`src/rtl/sds_pkg.sv`:
```
package sds_pkg;

    // Sampling clock source selection
    typedef enum logic [1:0] {
        SRC_PIN    = 2'd0,  // external serial clock pin
        SRC_OCLK   = 2'd1,  // generated clock, both edges usable
        SRC_HALF_F = 2'd2,  // every second falling edge of generated clock
        SRC_HALF_R = 2'd3   // every second rising edge of generated clock
    } src_e;

    typedef struct packed {
        logic lvl;
    } edge_st_t;

    typedef struct packed {
        logic alt;
        logic bit_v;
        logic valid;
    } samp_st_t;

endpackage

```
`src/rtl/sds_sync.sv`:
```
module sds_sync #(
    parameter int W      = 1,
    parameter int STAGES = 2
) (
    input  logic         clk,
    input  logic         rst_n,
    input  logic [W-1:0] d_in,
    output logic [W-1:0] d_out
);

    typedef struct packed {
        logic [STAGES-1:0][W-1:0] chain;
    } sync_st_t;

    sync_st_t st_d, st_q;

    always_comb begin
        st_d          = st_q;
        st_d.chain[0] = d_in;
        for (int i = 1; i < STAGES; i++) begin
            st_d.chain[i] = st_q.chain[i-1];
        end
    end

    always_ff @(posedge clk or negedge rst_n) begin
        if (!rst_n) begin
            st_q <= '0;
        end else begin
            st_q <= st_d;
        end
    end

    assign d_out = st_q.chain[STAGES-1];

endmodule

```
`src/rtl/sds_clkgen.sv`:
```
module sds_clkgen #(
    parameter int DIV_W = 8
) (
    input  logic             clk,
    input  logic             rst_n,
    input  logic [DIV_W-1:0] div_val,
    output logic             oclk
);

    localparam logic [DIV_W-1:0] ONE = DIV_W'(1);

    typedef struct packed {
        logic [DIV_W-1:0] cnt;
        logic             lvl;
    } gen_st_t;

    gen_st_t st_d, st_q;

    always_comb begin
        st_d = st_q;
        if (div_val == '0) begin
            st_d.cnt = '0;
            st_d.lvl = 1'b0;
        end else if (st_q.cnt >= div_val - ONE) begin
            st_d.cnt = '0;
            st_d.lvl = ~st_q.lvl;
        end else begin
            st_d.cnt = st_q.cnt + ONE;
        end
    end

    always_ff @(posedge clk or negedge rst_n) begin
        if (!rst_n) begin
            st_q <= '0;
        end else begin
            st_q <= st_d;
        end
    end

    assign oclk = st_q.lvl;

endmodule

```
`src/rtl/sds_edge_det.sv`:
```
module sds_edge_det
    import sds_pkg::*;
(
    input  logic clk,
    input  logic rst_n,
    input  logic lvl_in,
    output logic rise,
    output logic fall
);

    edge_st_t st_d, st_q;

    always_comb begin
        st_d     = st_q;
        st_d.lvl = lvl_in;
    end

    always_ff @(posedge clk or negedge rst_n) begin
        if (!rst_n) begin
            st_q <= '0;
        end else begin
            st_q <= st_d;
        end
    end

    assign rise = lvl_in & ~st_q.lvl;
    assign fall = ~lvl_in & st_q.lvl;

endmodule

```
`src/rtl/sds_sampler.sv`:
```
module sds_sampler
    import sds_pkg::*;
(
    input  logic       clk,
    input  logic       rst_n,
    input  logic       enable,
    input  src_e       src,
    input  logic [1:0] pol,
    input  logic       rise,
    input  logic       fall,
    input  logic       dat,
    output logic       bit_out,
    output logic       bit_valid
);

    samp_st_t st_d, st_q;
    logic     direct_hit;
    logic     qual;
    logic     hit;

    // modes 0 and 1: polarity decode, upper bit has no meaning
    always_comb begin
        unique case (pol)
            2'b00, 2'b10: direct_hit = rise;
            default:      direct_hit = fall;
        endcase
    end

    always_comb begin
        st_d       = st_q;
        st_d.valid = 1'b0;
        qual       = 1'b0;
        hit        = 1'b0;
        unique case (src)
            SRC_PIN, SRC_OCLK: begin
                hit      = direct_hit;
                st_d.alt = 1'b0;
            end
            SRC_HALF_F: begin
                qual = fall;
                hit  = fall & st_q.alt;
            end
            default: begin
                qual = rise;
                hit  = rise & st_q.alt;
            end
        endcase
        if (qual) begin
            st_d.alt = ~st_q.alt;
        end
        if (!enable) begin
            st_d.alt = 1'b0;
            hit      = 1'b0;
        end
        if (hit) begin
            st_d.valid = 1'b1;
            st_d.bit_v = dat;
        end
    end

    always_ff @(posedge clk or negedge rst_n) begin
        if (!rst_n) begin
            st_q <= '0;
        end else begin
            st_q <= st_d;
        end
    end

    assign bit_out   = st_q.bit_v;
    assign bit_valid = st_q.valid;

endmodule

```
`src/rtl/sd_serial_sampler.sv`:
```
module sd_serial_sampler
    import sds_pkg::*;
#(
    parameter int DIV_W       = 8,
    parameter int SYNC_STAGES = 2
) (
    input  logic             clk,
    input  logic             rst_n,
    input  logic             enable,
    input  logic [1:0]       src_sel,
    input  logic [1:0]       edge_pol,
    input  logic [DIV_W-1:0] div_val,
    input  logic             ext_clk_in,
    input  logic             ext_dat_in,
    output logic             mod_clk_out,
    output logic             bit_out,
    output logic             bit_valid
);

    localparam int PIN_W = 2;

    logic [PIN_W-1:0] pin_s;
    logic             oclk;
    logic             oclk_dly;
    logic             cur_lvl;
    logic             rise;
    logic             fall;
    src_e             src_m;

    assign src_m = src_e'(src_sel);

    // pin synchronizer: bit 1 serial clock, bit 0 serial data
    sds_sync #(.W(PIN_W), .STAGES(SYNC_STAGES)) u_pin_sync (
        .clk   (clk),
        .rst_n (rst_n),
        .d_in  ({ext_clk_in, ext_dat_in}),
        .d_out (pin_s)
    );

    sds_clkgen #(.DIV_W(DIV_W)) u_clkgen (
        .clk     (clk),
        .rst_n   (rst_n),
        .div_val (div_val),
        .oclk    (oclk)
    );

    // generated clock delayed by the same depth as the data path
    sds_sync #(.W(1), .STAGES(SYNC_STAGES)) u_oclk_dly (
        .clk   (clk),
        .rst_n (rst_n),
        .d_in  (oclk),
        .d_out (oclk_dly)
    );

    assign cur_lvl = (src_m == SRC_PIN) ? pin_s[1] : oclk_dly;

    sds_edge_det u_edge (
        .clk    (clk),
        .rst_n  (rst_n),
        .lvl_in (cur_lvl),
        .rise   (rise),
        .fall   (fall)
    );

    sds_sampler u_samp (
        .clk       (clk),
        .rst_n     (rst_n),
        .enable    (enable),
        .src       (src_m),
        .pol       (edge_pol),
        .rise      (rise),
        .fall      (fall),
        .dat       (pin_s[0]),
        .bit_out   (bit_out),
        .bit_valid (bit_valid)
    );

    assign mod_clk_out = oclk;

endmodule

```
`config.mk`:
```
export PLATFORM = sky130hd
export DESIGN_NAME = sd_serial_sampler
export DESIGN_NICKNAME = d
export VERILOG_FILES = /design/src/rtl/sds_pkg.sv /design/src/rtl/sds_sync.sv /design/src/rtl/sds_clkgen.sv /design/src/rtl/sds_edge_det.sv /design/src/rtl/sds_sampler.sv /design/src/rtl/sd_serial_sampler.sv
export SDC_FILE = /design/constraint.sdc
export NUM_CORES = 1
export LEC_CHECK = 0
export BUFFER_PORTS_ARGS = -buffer_cell sky130_fd_sc_hd__clkbuf_2
export CORE_UTILIZATION = 48
export DETAILED_ROUTE_END_ITERATION = 7
export PLACE_DENSITY_LB_ADDON = 0.08
export SLEW_MARGIN = 10
export SYNTH_ARGS = -nofsm -noshare
export SYNTH_HDL_FRONTEND = slang
export SYNTH_SLANG_ARGS = --single-unit
export TNS_END_PERCENT = 30
```
`constraint.sdc`:
```
create_clock -name clk -period 1.9 [get_ports clk]
set_clock_uncertainty 0.1 [all_clocks]
set_input_delay 0.285 -clock clk [delete_from_list [all_inputs] [get_ports clk]]
set_output_delay 0.285 -clock clk [all_outputs]
set_load 0.01 [all_outputs]
```
Yosys cells after proc, flatten, opt, wreduce, memory -nomap -nowiden --
Cells that the tools add are included. Widths: inputs -> output; s select.
Cells by class: $add $sub $neg 2, mux-type cells 12, $lt $le $gt $ge 1, bitwise operators 8, equal/unequal tests 4, reductions and logical operators 6
Operator list (count):
- $mux 9 | 1
- $add 8x1->8 const B | 1
- $ge 8x8->1 | 1
- $logic_not 8->1 | 1
- $mux 1 | 8
- $mux 8 | 1
- $sub 8x1->8 const B | 1
- $and 1x1->1 | 4
- $eq 2x2->1 const B | 2
- $logic_not 2->1 | 2
- $not 1->1 | 4
- $pmux 1 s2 | 2
- $reduce_or 2->1 | 2
- $ne 3x1->1 const B | 1
- $eq 2x1->1 const B | 1
- $reduce_bool 2->1 | 1
Word-level totals: output and inout bits 3, logic and storage cells 43, input port bits 17, bits in registers 19

Depth between registers and ports, before layout --
depth in word-level cells 8, gate-level depth with buffers 11, mapped depth without buffers 11

Cells and area by module --
Synthesis repeated with hierarchy kept, for this count alone.
Second synthesis, totals: cells, all modules 98, area, all modules 1101.1 um^2
By module, submodules not included:
- sds_clkgen | cells an instance 76, instances 1, area each 742.0 um^2
- sds_sampler | cells an instance 11, instances 1, area each 153.9 um^2
- sds_sync (u_pin_sync) | cells an instance 4, instances 1, area each 100.1 um^2
- sds_sync (u_oclk_dly) | cells an instance 2, instances 1, area each 50.0 um^2
- sds_edge_det | cells an instance 3, instances 1, area each 40.0 um^2
- sd_serial_sampler | cells an instance 2, instances 1, area each 15.0 um^2

Worst setup path before layout --
No wires, ideal clock.
path kind in2reg, start input div_val[3], end register u_clkgen.st_q, in the netlist u_clkgen.oclk, library setup time 0.125 ns, data required time 1.675 ns, data arrival time 2.322 ns, buffers on the path 0, setup slack -0.647 ns, cell stages on the path 9, cell sequence or4_2 nor2_1 xnor2_1 ha_1 a211oi_1 nor2_1 nor3_2 o21ai_4 mux2_4
Between the ends: word-level cells in the longest chain between the ends 3
RTL lines:
- from (decl) | line sd_serial_sampler.sv:12 | input logic [DIV_W-1:0] div_val,
- $sub 8x1->8 | line sds_clkgen.sv:24 | end else if (st_q.cnt >= div_val - ONE) begin
- $ge 8x8->1 | line sds_clkgen.sv:24
- $reduce_bool 2->1 (no line)
- to (signal assigned) | line sds_clkgen.sv:36 | st_q <= st_d;
- to (decl) | line sds_clkgen.sv:17 | gen_st_t st_d, st_q;
Parallel ways exist; a longest one is shown, timed or not. A chain may end at the register's enable or synchronous reset.

Final worst setup path --
Same ends and word-level chain as after synthesis.

==> impl_metrics.yaml <==
run_status:
  violations: "setup timing"
  run_status: "finished with violations"
drt:
  first_pass_iters: 4
  via_count: 859
  wl_per_cell_um: 13.2
  drc_errors: 0
  via_per_inst: 5.05
  antenna_left: 0
  routed_wl_mm: 2.24
  drt_iter0_markers: 6
pwr:
  power.leakage_nw: 0.720
  peakVddDrop_mv: 0.901
  pwr_density_cell_mw_per_mm2: 1050
  finalPower_mw: 1.52
logic_synthesis:
  synth_common_cells: "dfrtp_1, nor2_1, ha_1"
  synth_area_leaders: "dfrtp_1, ha_1, xnor2_1"
  synth.largest_area_cell: "dfrtp_1"
  syn_inst: 98
  async_flop_share_pct: 100
  yosysMostFrequentCell: "dfrtp_1"
  ys_warn_count: 0
  synthFlopType: "dfrtp_1"
  syn_nets: 126
  ys_seq_area_share_pct: 44.6
  ys_seq_elements: 19
  synth_cell_types: 27
  avgSynthCellArea_um2: 10.9
  netlist_area_mm2: 0.00107
  synth-edff-count: 0
  synth_top_area_share_pct: 44.6
floorplanning:
  fp.coreArea_mm2: 0.00202
  ios: 20
  fp.dieH_um: 49.1
  initial_core_util_pct: 52.7
  die_x_um: 49.1
  row_count: 16
  die_area_mm2: 0.00241
placed_design:
  dpl_cell_area_mm2: 0.00137
  port_buffers: 18
  dp_cells: 163
  place_congestion: 0.840
  hpwlAfterDp_mm: 1.65
global_route:
  grt_max_degree: 20
  grt_pass1_wl_mm: 3.62
  overflow: 0
  grt_pass1_vias: 847
  antenna_found_initial: 0
  grt_usage_pct: 20.5
clock_tree:
  cts_sinks: 19
  cts_buffer_depth: 2
  cts.htree.levels: 1
  clkTransAtPathRegs_ns: 0.12
  clock_latency_ns: 0.31
  cts_inserted_buffers: 3
  cts_tree: "built"
  cts_root_buffer: "clkbuf_4"
job:
  drv_cap: 0
layout:
  drive_above_1_share_pct: 39.2
  nets: 172
  n_antenna_cell: 0
  stdcell_count: 170
  syn2layout_area_growth_pct: 35.9
  final_area_mm2: 0.00145
  fillers: 154
sta:
  holdWs_ns: 0.116
  setup_viol: 9
  finalCritPeriodShare_pct: 118
  finalHoldViolCount: 0
  slew_headroom_pct: 68.9
  period_needed_ns: 2.24
  drv_slew: 0
  tightest_slew_ns: 0.466
  rsz0062_at_grt: "true"
  postLayoutSetupSlackWorst_ns: -0.341
  max_freq_mhz: 446
critical_path:
  arrival_ns: 2.34
  critPathCaptureType: "flop"
  cp_data_required_time_ns: 2.00
  crit_type: "input port to flop"
  cp-start-kind: "input port"
  r2r_cells: 6
  worst-path-max-fanout: 3
min_path:
  worst_hold_path.num_cells: 2
  min-delay-path-class: "input port to flop"
cells by family (layout without fill, tap and decap cells):
group / Yosys count / after routing / share of synthesized area [%]
flops: 19 / 19 / 44.6
buf+inv: 7 / 52 / 2.47
xor+xnor: 13 / 13 / 10.7
simple gates: 36 / 36 / 19.8
mux: 3 / 3 / 3.40
fa+ha+maj: 11 / 11 / 12.9
compound gates: 9 / 9 / 6.10
state kept, by name, indices dropped and copies added, names as in the netlist:
| register | flops |
|---|---|
| u_clkgen.oclk | 1 |
| u_clkgen.st_q | 8 |
| u_edge.st_q | 1 |
| u_oclk_dly.d_out | 1 |
| u_oclk_dly.st_d | 1 |
| u_pin_sync.d_out | 2 |
| u_pin_sync.st_d | 2 |
| u_samp.bit_out | 1 |
| u_samp.bit_valid | 1 |
| u_samp.st_q | 1 |
stage by stage:
step	worst slack [ns]	utilization [%]	setup TNS, ns
final	-0.341	71.7	-2.44
after CTS	-0.310	70.6	-2.15
after global placement	-0.629	67.5	-4.97
after global routing	-0.379	71.7	-2.83
after floorplan	-0.540	-	-2.80
after detailed placement	-0.720	67.5	-5.92
timing repair:
| item | CTS | global route |
|---|---|---|
| gates resized for setup | 2 | 4 |
| setup endpoints to repair | 9 | 9 |
| endpoints found under the hold margin | 21 | 0 |
| buffers inserted | 0 | 0 |
| gates cloned | 0 | 0 |
| hold buffers | 3 | 0 |
| pin swaps | 7 | 0 |
path summary, 6_finish.rpt:
kind	end	startpoint	slack (ns)
max	u_clkgen.oclk	div_val[3]	-0.34
min	u_samp.bit_valid	enable	0.12
max reg2reg	u_clkgen.oclk	u_clkgen.st_q[6]	0.05
min reg2reg	u_pin_sync.d_out[0]	u_pin_sync.st_d[2]	0.26
max in group asynchronous	u_clkgen.st_q[7]	rst_n	1.02
min in group asynchronous	u_pin_sync.d_out[1]	rst_n	0.35
final cells by class:
type,count,area (um^2),share of cell area [%]
Inverter,7,26.3,1.81
Timing Repair Buffer,41,270,18.7
Clock buffer,3,22.5,1.55
Multi-Input combinational cell,72,613,42.3
Tap cell,27,33.8,2.33
Sequential cell,19,475,32.8
Clock inverter,1,7.51,0.518
report_power, final:
part	total, mW	switching, mW	internal (mW)
logic	0.676	0.325	0.351
registers	0.628	0.0964	0.531
clock network	0.215	0.134	0.0804
routing by layer:
| layer | global-route usage, % | part of all wire, % |
|---|---|---|
| met4 | 8.82 | 1.6 |
| met5 | 0 | 0 |
| met3 | 5.61 | 3.9 |
| met2 | 34.2 | 50 |
| met1 | 24.6 | 44 |
placed cells by master, fill, tap and decap left out:
cell type and count:
mux2i_1 1, nor2_2 1, nor3_1 3, o21ai_1 1, o21ai_4 1, and3b_1 1
nor4b_4 1, nand2_1 1, a31oi_1 1, nor2_1 12, clkbuf_4 3, o21ai_0 2
and4_1 1, clkbuf_2 18, a211oi_2 1, or4_4 2, mux2_2 1, dlygate4sd3_1 3
o21ai_2 1, and3_1 4, mux2_4 1, ha_1 11, a21oi_1 1, nor2_4 1
xor2_1 5, dfrtp_1 19, nor3_2 2, clkinvlp_4 1, buf_4 20, xnor2_2 1
nor4_4 1, nor3b_1 1, o311a_1 1, nand3_1 5, xnor2_1 7, inv_1 7
worst max-delay path: stages:
cell      delay [ns]
clkbuf_2        0.11
or4_4           0.55
nor2_4          0.11
xnor2_2         0.12
ha_1            0.27
a211oi_2        0.20
nor2_1          0.07
nor3_2          0.23
o21ai_4         0.10
mux2_4          0.30
(Power assumes the default switching activity.)
